==> config.mk <==
export PLATFORM = sky130hd
export DESIGN_NAME = isqrt_unit
export DESIGN_NICKNAME = d
export VERILOG_FILES = /design/src/rtl/isq_pkg.sv /design/src/rtl/isq_regs.sv /design/src/rtl/isq_seed.sv /design/src/rtl/isq_core.sv /design/src/rtl/isqrt_unit.sv
export SDC_FILE = /design/constraint.sdc
export NUM_CORES = 1
export LEC_CHECK = 0
export BUFFER_PORTS_ARGS = -buffer_cell sky130_fd_sc_hd__buf_4
export CAP_MARGIN = 40
export CORE_MARGIN = 4
export CORE_UTILIZATION = 35
export DETAILED_ROUTE_END_ITERATION = 10
export HOLD_SLACK_MARGIN = 0.15
export REMOVE_ABC_BUFFERS = 1
export SLEW_MARGIN = 20
export SYNTH_ARGS = -nofsm -noshare
export SYNTH_HDL_FRONTEND = slang
export SYNTH_SLANG_ARGS = --single-unit
==> constraint.sdc <==
create_clock -name clk -period 6.5 [get_ports clk]
set_clock_uncertainty 0.2 [all_clocks]
set_input_delay 1.3 -clock clk [delete_from_list [all_inputs] [get_ports clk]]
set_output_delay 1.3 -clock clk [all_outputs]
set_load 0.05 [all_outputs]
==> src/rtl/isq_pkg.sv <==
package isq_pkg;
  typedef enum logic [1:0] {
    ISQ_CTRL   = 2'd0,
    ISQ_ARG_LO = 2'd1,
    ISQ_ARG_HI = 2'd2,
    ISQ_ROOT   = 2'd3
  } isq_addr_e;

  localparam int ISQ_WIDE_BIT = 0;
  localparam int ISQ_BUSY_BIT = 15;
endpackage

==> src/rtl/isq_regs.sv <==
module isq_regs
  import isq_pkg::*;
#(
  parameter int PARAM_W = 64,
  parameter int BUS_W   = 32,
  parameter int RES_W   = PARAM_W / 2
) (
  input  logic               clk,
  input  logic               rst_n,
  input  logic               wr_en,
  input  logic [1:0]         wr_addr,
  input  logic [BUS_W-1:0]   wr_data,
  input  logic [1:0]         rd_addr,
  output logic [BUS_W-1:0]   rd_data,
  input  logic               busy,
  input  logic               done_pulse,
  input  logic [RES_W-1:0]   done_root,
  output logic [PARAM_W-1:0] arg_nxt,
  output logic               wide_nxt,
  output logic               cfg_write,
  output logic [RES_W-1:0]   root_q
);
  localparam int HALF_W = PARAM_W / 2;

  logic [PARAM_W-1:0] arg_q;
  logic               wide_q;
  isq_addr_e          waddr, raddr;

  assign waddr = isq_addr_e'(wr_addr);
  assign raddr = isq_addr_e'(rd_addr);

  // next-state view so a restart sees the value written in the same cycle
  always_comb begin
    arg_nxt  = arg_q;
    wide_nxt = wide_q;
    if (wr_en) begin
      case (waddr)
        ISQ_CTRL:   wide_nxt = wr_data[ISQ_WIDE_BIT];
        ISQ_ARG_LO: arg_nxt[HALF_W-1:0] = wr_data[HALF_W-1:0];
        ISQ_ARG_HI: arg_nxt[PARAM_W-1:HALF_W] = wr_data[HALF_W-1:0];
        default:    ;
      endcase
    end
  end

  assign cfg_write = wr_en && (waddr != ISQ_ROOT);

  always_ff @(posedge clk) begin
    if (!rst_n) begin
      arg_q  <= '0;
      wide_q <= 1'b0;
      root_q <= '0;
    end else begin
      arg_q  <= arg_nxt;
      wide_q <= wide_nxt;
      if (done_pulse) root_q <= done_root;
    end
  end

  always_comb begin
    rd_data = '0;
    case (raddr)
      ISQ_CTRL: begin
        rd_data[ISQ_WIDE_BIT] = wide_q;
        rd_data[ISQ_BUSY_BIT] = busy;
      end
      ISQ_ARG_LO: rd_data = BUS_W'(arg_q[HALF_W-1:0]);
      ISQ_ARG_HI: rd_data = BUS_W'(arg_q[PARAM_W-1:HALF_W]);
      ISQ_ROOT:   rd_data = BUS_W'(root_q);
      default:    rd_data = '0;
    endcase
  end
endmodule

==> src/rtl/isq_seed.sv <==
module isq_seed #(
  parameter int PARAM_W = 64
) (
  input  logic [PARAM_W-1:0] operand,
  output logic [PARAM_W-1:0] seed
);
  localparam int PAIRS = PARAM_W / 2;

  logic [PAIRS-1:0] pair_nz;

  for (genvar p = 0; p < PAIRS; p++) begin : g_pair
    assign pair_nz[p] = |operand[2*p+1 -: 2];
  end

  // highest nonzero bit pair selects the starting power of four
  always_comb begin
    seed = '0;
    for (int p = 0; p < PAIRS; p++) begin
      if (pair_nz[p]) seed = PARAM_W'(1) << (2 * p);
    end
  end
endmodule

==> src/rtl/isq_core.sv <==
module isq_core #(
  parameter int PARAM_W = 64,
  parameter int RES_W   = PARAM_W / 2
) (
  input  logic               clk,
  input  logic               rst_n,
  input  logic               load,
  input  logic [PARAM_W-1:0] operand,
  input  logic [PARAM_W-1:0] seed,
  output logic               busy,
  output logic               done_pulse,
  output logic [RES_W-1:0]   done_root,
  output logic               iter_fire,
  output logic [PARAM_W-1:0] bit_q
);
  typedef struct packed {
    logic [PARAM_W-1:0] rem;
    logic [PARAM_W-1:0] res;
    logic [PARAM_W-1:0] bitv;
  } step_t;

  // one digit-by-digit iteration: retires two operand bits
  function automatic step_t isq_step(input logic [PARAM_W-1:0] rem,
                                     input logic [PARAM_W-1:0] res,
                                     input logic [PARAM_W-1:0] bitv);
    step_t              s;
    logic [PARAM_W-1:0] trial;
    trial = res + bitv;
    if (rem >= trial) begin
      s.rem = rem - trial;
      s.res = (res >> 1) + bitv;
    end else begin
      s.rem = rem;
      s.res = res >> 1;
    end
    s.bitv = bitv >> 2;
    return s;
  endfunction

  logic [PARAM_W-1:0] rem_q, res_q;
  logic               busy_q;
  step_t              nx;
  logic               bit_zero, finish;

  assign nx        = isq_step(rem_q, res_q, bit_q);
  assign bit_zero  = (bit_q == '0);
  assign finish    = busy_q && (bit_zero || (nx.bitv == '0));
  assign done_pulse = finish && !load;
  assign iter_fire = busy_q && !bit_zero && !load;
  assign done_root = bit_zero ? res_q[RES_W-1:0] : nx.res[RES_W-1:0];
  assign busy      = busy_q;

  always_ff @(posedge clk) begin
    if (!rst_n) begin
      busy_q <= 1'b0;
      rem_q  <= '0;
      res_q  <= '0;
      bit_q  <= '0;
    end else if (load) begin
      busy_q <= 1'b1;
      rem_q  <= operand;
      res_q  <= '0;
      bit_q  <= seed;
    end else if (busy_q) begin
      if (finish) busy_q <= 1'b0;
      if (!bit_zero) begin
        rem_q <= nx.rem;
        res_q <= nx.res;
        bit_q <= nx.bitv;
      end
    end
  end
endmodule

==> src/rtl/isqrt_unit.sv <==
module isqrt_unit #(
  parameter int PARAM_W = 64,
  parameter int BUS_W   = 32
) (
  input  logic             clk,
  input  logic             rst_n,
  input  logic             wr_en,
  input  logic [1:0]       wr_addr,
  input  logic [BUS_W-1:0] wr_data,
  input  logic [1:0]       rd_addr,
  output logic [BUS_W-1:0] rd_data,
  input  logic             start,
  output logic             busy
);
  localparam int RES_W  = PARAM_W / 2;
  localparam int HALF_W = PARAM_W / 2;

  logic [PARAM_W-1:0] arg_nxt, operand, seed, bit_q;
  logic               wide_nxt, cfg_write, load;
  logic               done_pulse, iter_fire;
  logic [RES_W-1:0]   done_root, root_q;

  isq_regs #(.PARAM_W(PARAM_W), .BUS_W(BUS_W), .RES_W(RES_W)) u_regs (
    .clk(clk), .rst_n(rst_n), .wr_en(wr_en), .wr_addr(wr_addr),
    .wr_data(wr_data), .rd_addr(rd_addr), .rd_data(rd_data),
    .busy(busy), .done_pulse(done_pulse), .done_root(done_root),
    .arg_nxt(arg_nxt), .wide_nxt(wide_nxt), .cfg_write(cfg_write),
    .root_q(root_q)
  );

  assign operand = wide_nxt ? arg_nxt : PARAM_W'(arg_nxt[HALF_W-1:0]);
  assign load    = start || (cfg_write && busy);

  isq_seed #(.PARAM_W(PARAM_W)) u_seed (
    .operand(operand), .seed(seed)
  );

  isq_core #(.PARAM_W(PARAM_W), .RES_W(RES_W)) u_core (
    .clk(clk), .rst_n(rst_n), .load(load), .operand(operand), .seed(seed),
    .busy(busy), .done_pulse(done_pulse), .done_root(done_root),
    .iter_fire(iter_fire), .bit_q(bit_q)
  );
endmodule


== Word-level counts from Yosys, hierarchy flattened ==
Index checks and enable logic that the tools add are counted.
Storage, ports and cells
  register bits after elaboration: 290
  output and inout port bits: 33
  word-level logic and storage cells: 122
Cells by class
  $add $sub $neg: 3
  $lt $le $gt $ge: 1
  equality and inequality tests: 7
  multiplexer cells: 53
  bitwise gates (word level): 2
  reduce and logical (&&, ||, !) cells: 49
Operator list (count)
  64-bit two-way mux: 8
  64-bit zero test: 2
  128-bit two-way mux: 1
  32-bit two-way mux: 3
  2-bit OR reduction: 33
  63-bit by 64-bit adder with 64-bit output: 1
  64-bit adder: 1
  64-bit greater-or-equal comparator: 1
  64-bit subtractor: 1
  63-bit two-way mux: 1
  61-bit two-way mux: 1
  59-bit two-way mux: 1
  57-bit two-way mux: 1
  55-bit two-way mux: 1
  53-bit two-way mux: 1
  51-bit two-way mux: 1
  49-bit two-way mux: 1
  16-bit case mux with 3 select lines: 1
  47-bit two-way mux: 1
  45-bit two-way mux: 1
  43-bit two-way mux: 1
  14-bit case mux with 3 select lines: 1
  41-bit two-way mux: 1
  39-bit two-way mux: 1
  other kinds (32): 49

== Depth between registers and ports, before layout ==
Gate-level depths: netlist (run 1).
  word-level depth: 38
  gate-level depth with buffers: 26

== By module ==
Synthesis (run 1) repeated with hierarchy kept, for this count alone.
Second synthesis, totals
  cell total of the unflattened synthesis: 3628
  area, all modules: 27500.1 sq um
Modules (own cells, without submodules)
  isq_core: times used 1, cells each 2970, area each 21104.0 sq um, seq. area each 3863.7 sq um
  isq_regs: times used 1, cells each 498, area each 5386.4 sq um, seq. area each 1941.9 sq um
  isq_seed: times used 1, cells each 124, area each 747.0 sq um, seq. area each 0.0 sq um
  isqrt_unit: times used 1, cells each 36, area each 262.8 sq um, seq. area each 0.0 sq um

== Worst setup path after synthesis (run 1) ==
No wires, ideal clock.
  path type: flip-flop to flip-flop
  start: register u_core.res_q[2]
  end: register u_core.res_q[44]
  data arrival time: 5.224 ns
  data required time: 6.184 ns
  slack: 0.960 ns
  stages on the path, launching flop included: 27
  period minus slack after synthesis: 5.540 ns
  cell sequence: dfxtp_1 -> ha_1 -> a31oi_1 -> a211oi_1 -> a21oi_1 -> o211a_1 -> o21ai_1 -> a21oi_1 -> o21bai_1 -> a41o_1 -> a41oi_1 -> xor2_1 -> ha_1 -> clkbuf_1 -> a21o_1 -> a21o_1 -> a21o_1 -> a21o_1 -> a21oi_1 -> o21a_1 -> clkbuf_1 -> nand2_2 -> buf_4 -> buf_4 -> nand3_1 -> nand3_1 -> o211a_1
Between the ends
  cells in the longest elaborated chain, start to end: 3
  elaborated cells on any way between the ends: 4
  those cells by class: add/sub: 2; order compare: 1; mux: 1
RTL lines
  start: declaration: line isq_core.sv:40  | logic [PARAM_W-1:0] rem_q, res_q;
  start signal: assignment: line isq_core.sv:68  | res_q <= nx.res;
  64-bit adder: line isq_core.sv:28  | trial = res + bitv;
  64-bit greater-or-equal comparator: line isq_core.sv:29  | if (rem >= trial) begin
  128-bit two-way mux (*): line isq_core.sv:29
Mark *: on every way between the ends. The rest lies on a longest branch, timed or not. The select of a mux whose other input is x is not followed.
A chain may end at the register's enable or synchronous reset.

== Final worst setup path (run 1) ==
  start: register u_core.bit_q[0]
  end: register u_core.rem_q[62]
Between the ends
  cells in the longest elaborated chain, start to end: 6
  elaborated cells on any way between the ends: 11
  those cells by class: add/sub: 2; order compare: 1; eq/ne: 1; mux: 4; reduce/logical: 3
RTL lines
  start: declaration: line isq_core.sv:14  | output logic [PARAM_W-1:0] bit_q
  start signal: assignment: line isq_core.sv:69  | bit_q <= nx.bitv;
  64-bit adder: line isq_core.sv:28
  64-bit subtractor: line isq_core.sv:30  | s.rem = rem - trial;
  128-bit two-way mux: line isq_core.sv:29
  64-bit two-way mux: line isq_core.sv:66  | if (!bit_zero) begin
  64-bit two-way mux: line isq_core.sv:64  | end else if (busy_q) begin
  64-bit two-way mux: line isq_core.sv:59  | end else if (load) begin
  end signal: assignment: line isq_core.sv:61  | rem_q <= operand;
  end signal: assignment: line isq_core.sv:67  | rem_q <= nx.rem;
  end: declaration: line isq_core.sv:40
Several ways; a longest one is shown, not always the timed one. The select of a mux whose other input is x is not followed.

==> results.txt, run 1 <==
- Status: complete, no violations
* Kind of end point of the critical path: flop
* Crit-path slowest cell: sky130_fd_sc_hd__or3_1
- The biggest area contributor in the post-synthesis netlist is sky130_fd_sc_hd__dfxtp_1.
- For this block, the routed nets add up to 83.8 mm of wire.
* Via count of the first global-routing pass: 20100
- Gate Count Post-Synth: 2658
- Die Outline Area: 61700 um2
- Timing startpoint of the critical path: u_core.bit_q[0]
- For this run, the leading register cell type out of synthesis is sky130_fd_sc_hd__dfxtp_1.
- Kind of start point of the critical path: flop
- Broken down by cell family, the worst path's largest delay share belongs to compound AO/OA/AOI/OAI gates.
* Die X: 248 um
* Sequential element share of the synthesized area: 0.255
* CTS tree: yes
- The cell area that synthesis handed to floorplanning was 20200 um2.
- The initialized floorplan defines 87 standard-cell rows.
- Yosys warning total: 0
- Final setup violating endpoints: 0
- Antenna cells: 0
- Distinct cell type count after synthesis: 92
- Fill cell count: 5789
- Slowest stage delay, CP: roughly 0.47 ns
- Based on the critical path, the design can be clocked at up to 157 MHz.
* Worst min-delay path category: reg2reg
* Critical path data arrival time: approximately 6.6 ns
- Number of CTS-inserted buffers: 35
- At the pin with the least slew margin, the transition time is 0.892 ns.
* DRC Markers: 0
* Worst Setup Path Type: reg2reg
* Final #Nets: 2868
* Initial antenna violation count: 3
* Violation count after the first detailed-route iteration: 2216
* Starting density of the core: 0.356
- Post-DP Area: 21900 um2
* Required time of the critical path: just under 7 ns
- The analysis attributes to cell leakage a power of 0.00949 uW.
- Min cycle time layout: 6.36 ns
- Global-route total usage across every layer: 0.255
- The detailed router placed 21300 vias in this run.
- 73 I/O pins were placed.
- Entering global routing, the biggest net connects 72 pins.
- Clock slew seen by the registers of the worst setup and hold paths: 0.06 ns
- Clock insertion delay at the later pin of the skew report: a little under 0.6 ns
- Max-cap violation count: 0
- In the post-route analysis, the smallest setup slack over all paths is 0.144 ns.
- For this run the aggregate overflow at the end of global routing stands at 0.
- Area growth syn-to-layout: 15.1%
* Top post-synthesis cells by count: 308 x sky130_fd_sc_hd__nor2_1, 280 x sky130_fd_sc_hd__nand2_1, 258 x sky130_fd_sc_hd__dfxtp_1, 206 x sky130_fd_sc_hd__a21oi_1, 174 x sky130_fd_sc_hd__o21ai_0
- Wire per inst: 24.1 um
- Largest buffer count on any clock path: 3
- H-tree depth reported by CTS: 2
* Hold path start: u_regs.root_q[1]
* Layout cells sized above 1: 0.127
- Post-place setup slack: -0.437 ns
- CTS placed an instance of sky130_fd_sc_hd__clkbuf_16 at the clock tree root.
- Clock tree synthesis found a total of between 200 and 300 sinks.
- Critical path buffers and inverters: 2
- First-pass GRT wire length: 125 mm
- Yosys mapped a number of flops with a built-in enable equal to 0.
- Vias per Instance: 6.13
- The average instance in the mapped netlist occupies 7.62 um2.
- IR analysis of the VDD net gives a maximum drop of around 0.00015 V.
* Router iterations before antenna repair: 6
- Final core occ: 0.410
- Reg-to-reg startpoint: u_core.bit_q[0]
- During placement, the flow inserted port buffers numbering 72.
- Yosys top cell area share: 0.255
- Of all flip-flops after synthesis, the portion carrying an async set or reset was 0.
- Final hold violation count: 0
* Placed Instances: 3409
* Tcrit/Tclk final: 0.978
- In this run the tightest slew margin relative to its limit is 0.405.
- HPWL after DPL: 63.0 mm
* Number of nets with antenna violations after detailed routing: 0
- Sum Neg Setup Slack: 0 ns
- In the post-synthesis netlist, the biggest area contributors are sky130_fd_sc_hd__dfxtp_1 26%, sky130_fd_sc_hd__ha_1 8.0%, sky130_fd_sc_hd__nor2_1 5.7%, sky130_fd_sc_hd__nand2_1 5.2%, sky130_fd_sc_hd__a21oi_1 5.1%.
- Final Slew Violations: 0
- For this design the ratio of total power to cell area is roughly 280 nW/um2.
- Area inside the core boundary: 56800 um2
- The congestion estimate from routability-driven global placement came to 1.05.
- Leaving out filler cells and counting taps, the final layout contains 3480.
- The most common cell in the synthesized netlist is sky130_fd_sc_hd__nor2_1.
* Die Ht: 248 um
* Worst-path fanout max: 18
- Summing all non-filler instances in the final layout gives an area of 23300 um2.
* Synthesis-stage register bit count: ~260
power by group:
group	leakage (uW)	internal [uW]	switching [uW]	total (uW)
sequential	0.00210	1660	94.0	1760
combinational	0.00678	975	1660	2630
clock	0.000614	1300	837	2140
total	0.00949	3950	2590	6530
final timing paths:
check                     endpoint  cells after the start  slack [ns]
hold reg to reg   u_regs.root_q[1]                      2        0.25
setup reg to reg  u_core.rem_q[62]                     25        0.14
setup / recovery  u_core.rem_q[62]                     25        0.14
hold / removal    u_regs.root_q[1]                      2        0.25
metrics by stage:
stage	power (uW)	hold slack [ns]
5_1_grt	6800	0.264
6_report	6530	0.249
4_1_cts	6440	0.250
3_3_place_gp	4270	0.243
3_5_place_dp	4280	0.242
2_1_floorplan	3400	0.225
cells in the final DEF, fill, tap and decap left out, drive strengths merged, types with 16 or more instances in the layout:
cell | Yosys | routed
a211oi | 77 | 77
a21o | 64 | 64
a21oi | 208 | 208
a22o | 31 | 31
a31oi | 66 | 66
and2 | 27 | 27
and3 | 16 | 16
buf | 28 | 172
clkbuf | 144 | 50
dfxtp | 258 | 258
ha | 130 | 130
inv | 38 | 40
mux2 | 45 | 45
mux2i | 73 | 73
nand2 | 281 | 281
nand3 | 53 | 53
nand4 | 37 | 37
nor2 | 308 | 308
nor3 | 65 | 65
nor4 | 25 | 25
o211ai | 18 | 18
o21a | 24 | 24
o21ai | 207 | 207
o21bai | 25 | 25
o22ai | 16 | 16
or3 | 17 | 17
xnor2 | 87 | 87
xor2 | 77 | 77
tightest hold or removal path: cells and delay by family (launching register included):
kind               cells  cell delay, ns
AOI/OAI and AO/OA      1            0.05
DFF                    1            0.31
and+or+nand+nor        1            0.05
per-layer routing:
layer	vias up	part of all wire	GRT usage
met3	204	0.097	0.0569
met2	1058	0.43	0.396
met1	10200	0.42	0.340
met4	6	0.049	0.111
met5	-	0.00062	0
li1	9887	-	-
final cells by class:
| type | instances | area (um2) | share of cell area |
|---|---|---|---|
| Multi-Input combinational cell | 2189 | 14400 | 0.618 |
| Sequential cell | 258 | 5160 | 0.222 |
| Timing Repair Buffer | 174 | 1360 | 0.0584 |
| Clock buffer | 48 | 1010 | 0.0436 |
| Tap cell | 756 | 946 | 0.0406 |
| Clock inverter | 16 | 256 | 0.0110 |
| Inverter | 39 | 149 | 0.00639 |
cell families (layout without fill, tap and decap cells):
group	Yosys count	in the layout	share of synthesized area
AND/OR/NAND/NOR	891	891	0.202
multiplexers	120	120	0.0651
flip-flops	258	258	0.255
adder cells (fa/ha/maj)	131	131	0.0813
XOR/XNOR	164	164	0.0710
AO/OA/AOI/OAI	883	883	0.284
buffers and inverters	211	277	0.0418
timing repair:
item / 4_1_cts / 5_1_grt
hold buffers: 0 / 0
setup buffers: 0 / 5
setup endpoints to repair: 143 / 128
gates resized for setup: 6 / 19
pin swaps: 0 / 2
sequential cells by signal, summed over array words and instances (netlist names):
signal and count:
u_core.busy 1, u_core.bit_q 32, u_regs.wide_q 1, u_core.res_q 64, u_core.rem_q 64, u_regs.arg_q 64
u_regs.root_q 32
Power figures use the tool's default switching activity.
==> run 2: changes to the inputs <==
--- a/config.mk
+++ b/config.mk
@@ -6,12 +6,11 @@
 export NUM_CORES = 1
 export LEC_CHECK = 0
 export BUFFER_PORTS_ARGS = -buffer_cell sky130_fd_sc_hd__buf_4
-export CAP_MARGIN = 40
 export CORE_MARGIN = 4
 export CORE_UTILIZATION = 35
 export DETAILED_ROUTE_END_ITERATION = 10
+export GPL_ROUTABILITY_DRIVEN = 0
 export HOLD_SLACK_MARGIN = 0.15
-export REMOVE_ABC_BUFFERS = 1
 export SLEW_MARGIN = 20
 export SYNTH_ARGS = -nofsm -noshare
 export SYNTH_HDL_FRONTEND = slang
==> run 2 against run 1 <==
Effect of this change:
- setup slack improved by 0.26 ns
- fmax increased by 4.3%
- sequential cell count unchanged
- non-clock buffer count decreased by 36
- sequential power about the same
- combinational power decreased by 5%
- clock-buffer cell count decreased by 7
- power decreased by 7.8%
- first-iteration DRC count increased by 3.9%
- via count decreased by 1.7%
==> results.txt, run 2 (same netlist as run 1, synthesis figures left out) <==
- The total of max-cap violations came to 0 (unchanged).
* Status: complete, no violations
- The H-tree level count came to 1 (-1).
- Wire per inst: 22.7 um (-5.6%)
* Global-route total usage across every layer: 0.237 (-0.0185)
- Layout cells sized above 1: 0.110 (-0.0170)
* Detailed-route wire length on metal 1: 33.7 mm (-4.5%)
- Setup repair after global routing left no endpoint under its margin.
- The most critical setup path has its startpoint at u_core.bit_q[0].
- Reg2reg end: u_regs.root_q[31]
- The number of DRC violations after detailed-routing iteration 0 came to 2302 (+3.9%).
- Most used cells in the layout excluding fill and tap cells: 305 x sky130_fd_sc_hd__nor2_1, 278 x sky130_fd_sc_hd__nand2_1, 258 x sky130_fd_sc_hd__dfxtp_1
* Reg-to-reg startpoint: u_core.bit_q[0]
- Min cycle time layout: 6.10 ns (-0.260 ns)
- The clock transition at the register clock pins on the worst setup and hold paths after CTS was 0.07 ns (about the same).
- The slew at the pin with the worst max-slew slack came to 1.34 ns (+0.449 ns).
- The power after layout is 6030 uW (-7.8%).
- IO buf count: 72 (unchanged)
- The relative slew slack was 0.0827 (-0.323).
* Gate power share: 0.414 (+0.011)
- First-pass GRT wire length: 118 mm (-5.5%)
- The number of primary I/O pins came to 73 (unchanged).
* Hold path start: u_regs.root_q[1]
* Tcrit/Tclk final: 0.938 (-0.0400)
* Sum Neg Setup Slack: 0 ns (unchanged)
* Die Ht: 248 um (unchanged)
- The delay of the slowest cell on the worst path was 0.40 ns (-0.07 ns).
- The floorplan core area is 56800 um2 (unchanged).
- The die extent in x came to 248 um (unchanged).
- STA classifies the critical path startpoint as a flop.
* Clock insertion delay at the later pin of the skew report: 0.62 ns (+0.04 ns)
- The setup violation total in the final timing report is 0 (unchanged).
- The post-cts resize count was 0 (-6).
- The sequential share of power was 0.294 (+0.025).
* Overall routed net length: 78.2 mm (-6.7%)
* Via count of the first global-routing pass: 19500 (-3.0%)
- Vias per Instance: 6.10 (-0.54%)
- Cell mode on critical path: sky130_fd_sc_hd__ha_1
- The number of slew-limit violations in the final report was 0 (unchanged).
* Design Area, Final: 22700 um2 (-2.6%)
- The highest net fanout along the worst path was 9 (-9).
* Power Dens Cells: 266 nW/um2 (-5.3%)
- Required time of the critical path: 6.77 ns (+0.03 ns)
- The register-to-register path setup slack came to 0.40 ns (+0.26 ns).
- The initial antenna violation count is 8 (+5).
- Std-Cell Rows: 87 (unchanged)
- Final hold violation count: 0 (unchanged)
* Most common cell after layout, fill and taps aside: sky130_fd_sc_hd__nor2_1
- Cell Int Power: 3590 uW (-8.9%)
- STA classifies the critical path endpoint as a flop.
- Maximum number of pins on one net before global-route repair: 61 (-15%)
- By startpoint and endpoint, the worst setup path is classified as reg2reg.
- CTS placed an instance of sky130_fd_sc_hd__clkbuf_16 at the clock tree root.
- The largest buffer count on any clock path was 3 (unchanged).
* Die Outline Area: 61700 um2 (unchanged)
- The switching share of power was 0.404 (+0.00758).
* Area growth syn-to-layout: 12.1%
* Crit-path slowest cell: sky130_fd_sc_hd__o21ai_1
- The endpoint arrival time on the critical path came to 6.37 ns (-0.23 ns).
* Worst-case reg-to-reg path depth: 25 (unchanged)
- Final core occ: 0.399 (-0.0106)
- Worst hold path stage count: 2 (unchanged)
- In this run the worst hold path is classified as reg2reg.
- Net Sw Power: 2430 uW (-6.0%)
* Clock power share: 0.292 (-0.036)
* Number of CTS-inserted buffers: 31 (-11%)
- The maximum ir drop on the vdd rail came to 0.000222 V (+46%).
* Number of nets with antenna violations after detailed routing: 0 (unchanged)
- Registers with the highest flip-flop counts: u_core.rem_q x64, u_core.res_q x64, u_regs.arg_q x64
- The number of nets in the synthesized netlist is 2829.
* Uppermost layer routed: met5
- Starting density of the core: 0.356 (unchanged)
- Family with the most delay on the worst path: compound AO/OA/AOI/OAI gates
- CTS tree: yes
* Sink Count: 258 (unchanged)
- For hold timing, the worst endpoint is u_regs.root_q[1].
* Critical path buffers and inverters: 2 (unchanged)
- Router iterations before antenna repair: 6 (unchanged)
- The number of setup buffers added after CTS was 0 (unchanged).
- The post-layout net count was 2828 (-1.4%).
- Post-DP Area: 21600 um2 (-1.1%)
* Worst hold margin: 0.269 ns (+0.0199 ns)
- The detailed route wirelength on metal3 is 7.99 mm (-2.1%).
- The count of hold-fix buffers inserted at cts came to 0 (unchanged).
- Total grt overflow: 0 (unchanged)
- Leak: 0.00918 uW (-3.3%)
- HPWL after DPL: 60.2 mm (-4.4%)
- The number of DRC violations after detailed routing came to 0 (unchanged).
- The timing-limited maximum frequency was 164 MHz (+4.3%).
* Routed via count: 21000 (-1.7%)
- The amount of wire on met2 after detailed routing came to 33.1 mm (-8.6%).
run 2: cell types whose count changed in the layout (fill, tap and decap cells not counted), sizes merged:
cell      change
bufinv        -4
diode         +2
clkinv        +2
buf          -34
clkbuf        -9
clkinvlp      +2
run 2: metrics by stage:
step	instances	worst slack, ns
final	3439	0.404
after global routing	3437	0.0648
after CTS	3437	0.268
after detailed placement	3380	0.306
after global placement	3380	0.450
after floorplan	2658	0.960
run 2: routing by layer:
layer | vias up | track usage
met5 | - | 0
met4 | 6 | 0.0904
met3 | 168 | 0.0393
met2 | 1106 | 0.360
met1 | 9917 | 0.335
li1 | 9774 | -
run 2: worst max-delay path by stage:
stage,slack (ns),endpoint,cells after the start
finish,0.40,u_regs.root_q[31],25
global route,0.06,u_core.rem_q[63],24
CTS,0.27,u_core.rem_q[58],21
detailed placement,0.31,u_core.rem_q[57],21
global placement,0.45,u_core.rem_q[60],24
floorplan,0.96,u_core.res_q[44],26
run 2: area by class of cell:
class | count | area, um2
timing repair buffer | 138 | 1070
antenna | 2 | 5.00
multi-input combinational | 2189 | 14300
inverter | 39 | 148
clock inverter | 16 | 144
clock buffer | 41 | 873
tap | 756 | 946
sequential | 258 | 5160
fill | 5823 | 34100
run 2: tightest hold or removal path, cell delays in order, from the launching register on:
cell                      delay [ns]
sky130_fd_sc_hd__dfxtp_1        0.32
sky130_fd_sc_hd__nand2_1        0.06
sky130_fd_sc_hd__o21ai_1        0.05
run 2: power groups by stage:
stage / clock (uW) / combinational, uW / sequential (uW)
floorplan: 0 / 1710 / 1750
finish: 1760 / 2490 / 1770
global route: 1830 / 2680 / 1780
detailed placement: 0 / 2410 / 1800
CTS: 1780 / 2430 / 1770
global placement: 0 / 2400 / 1800
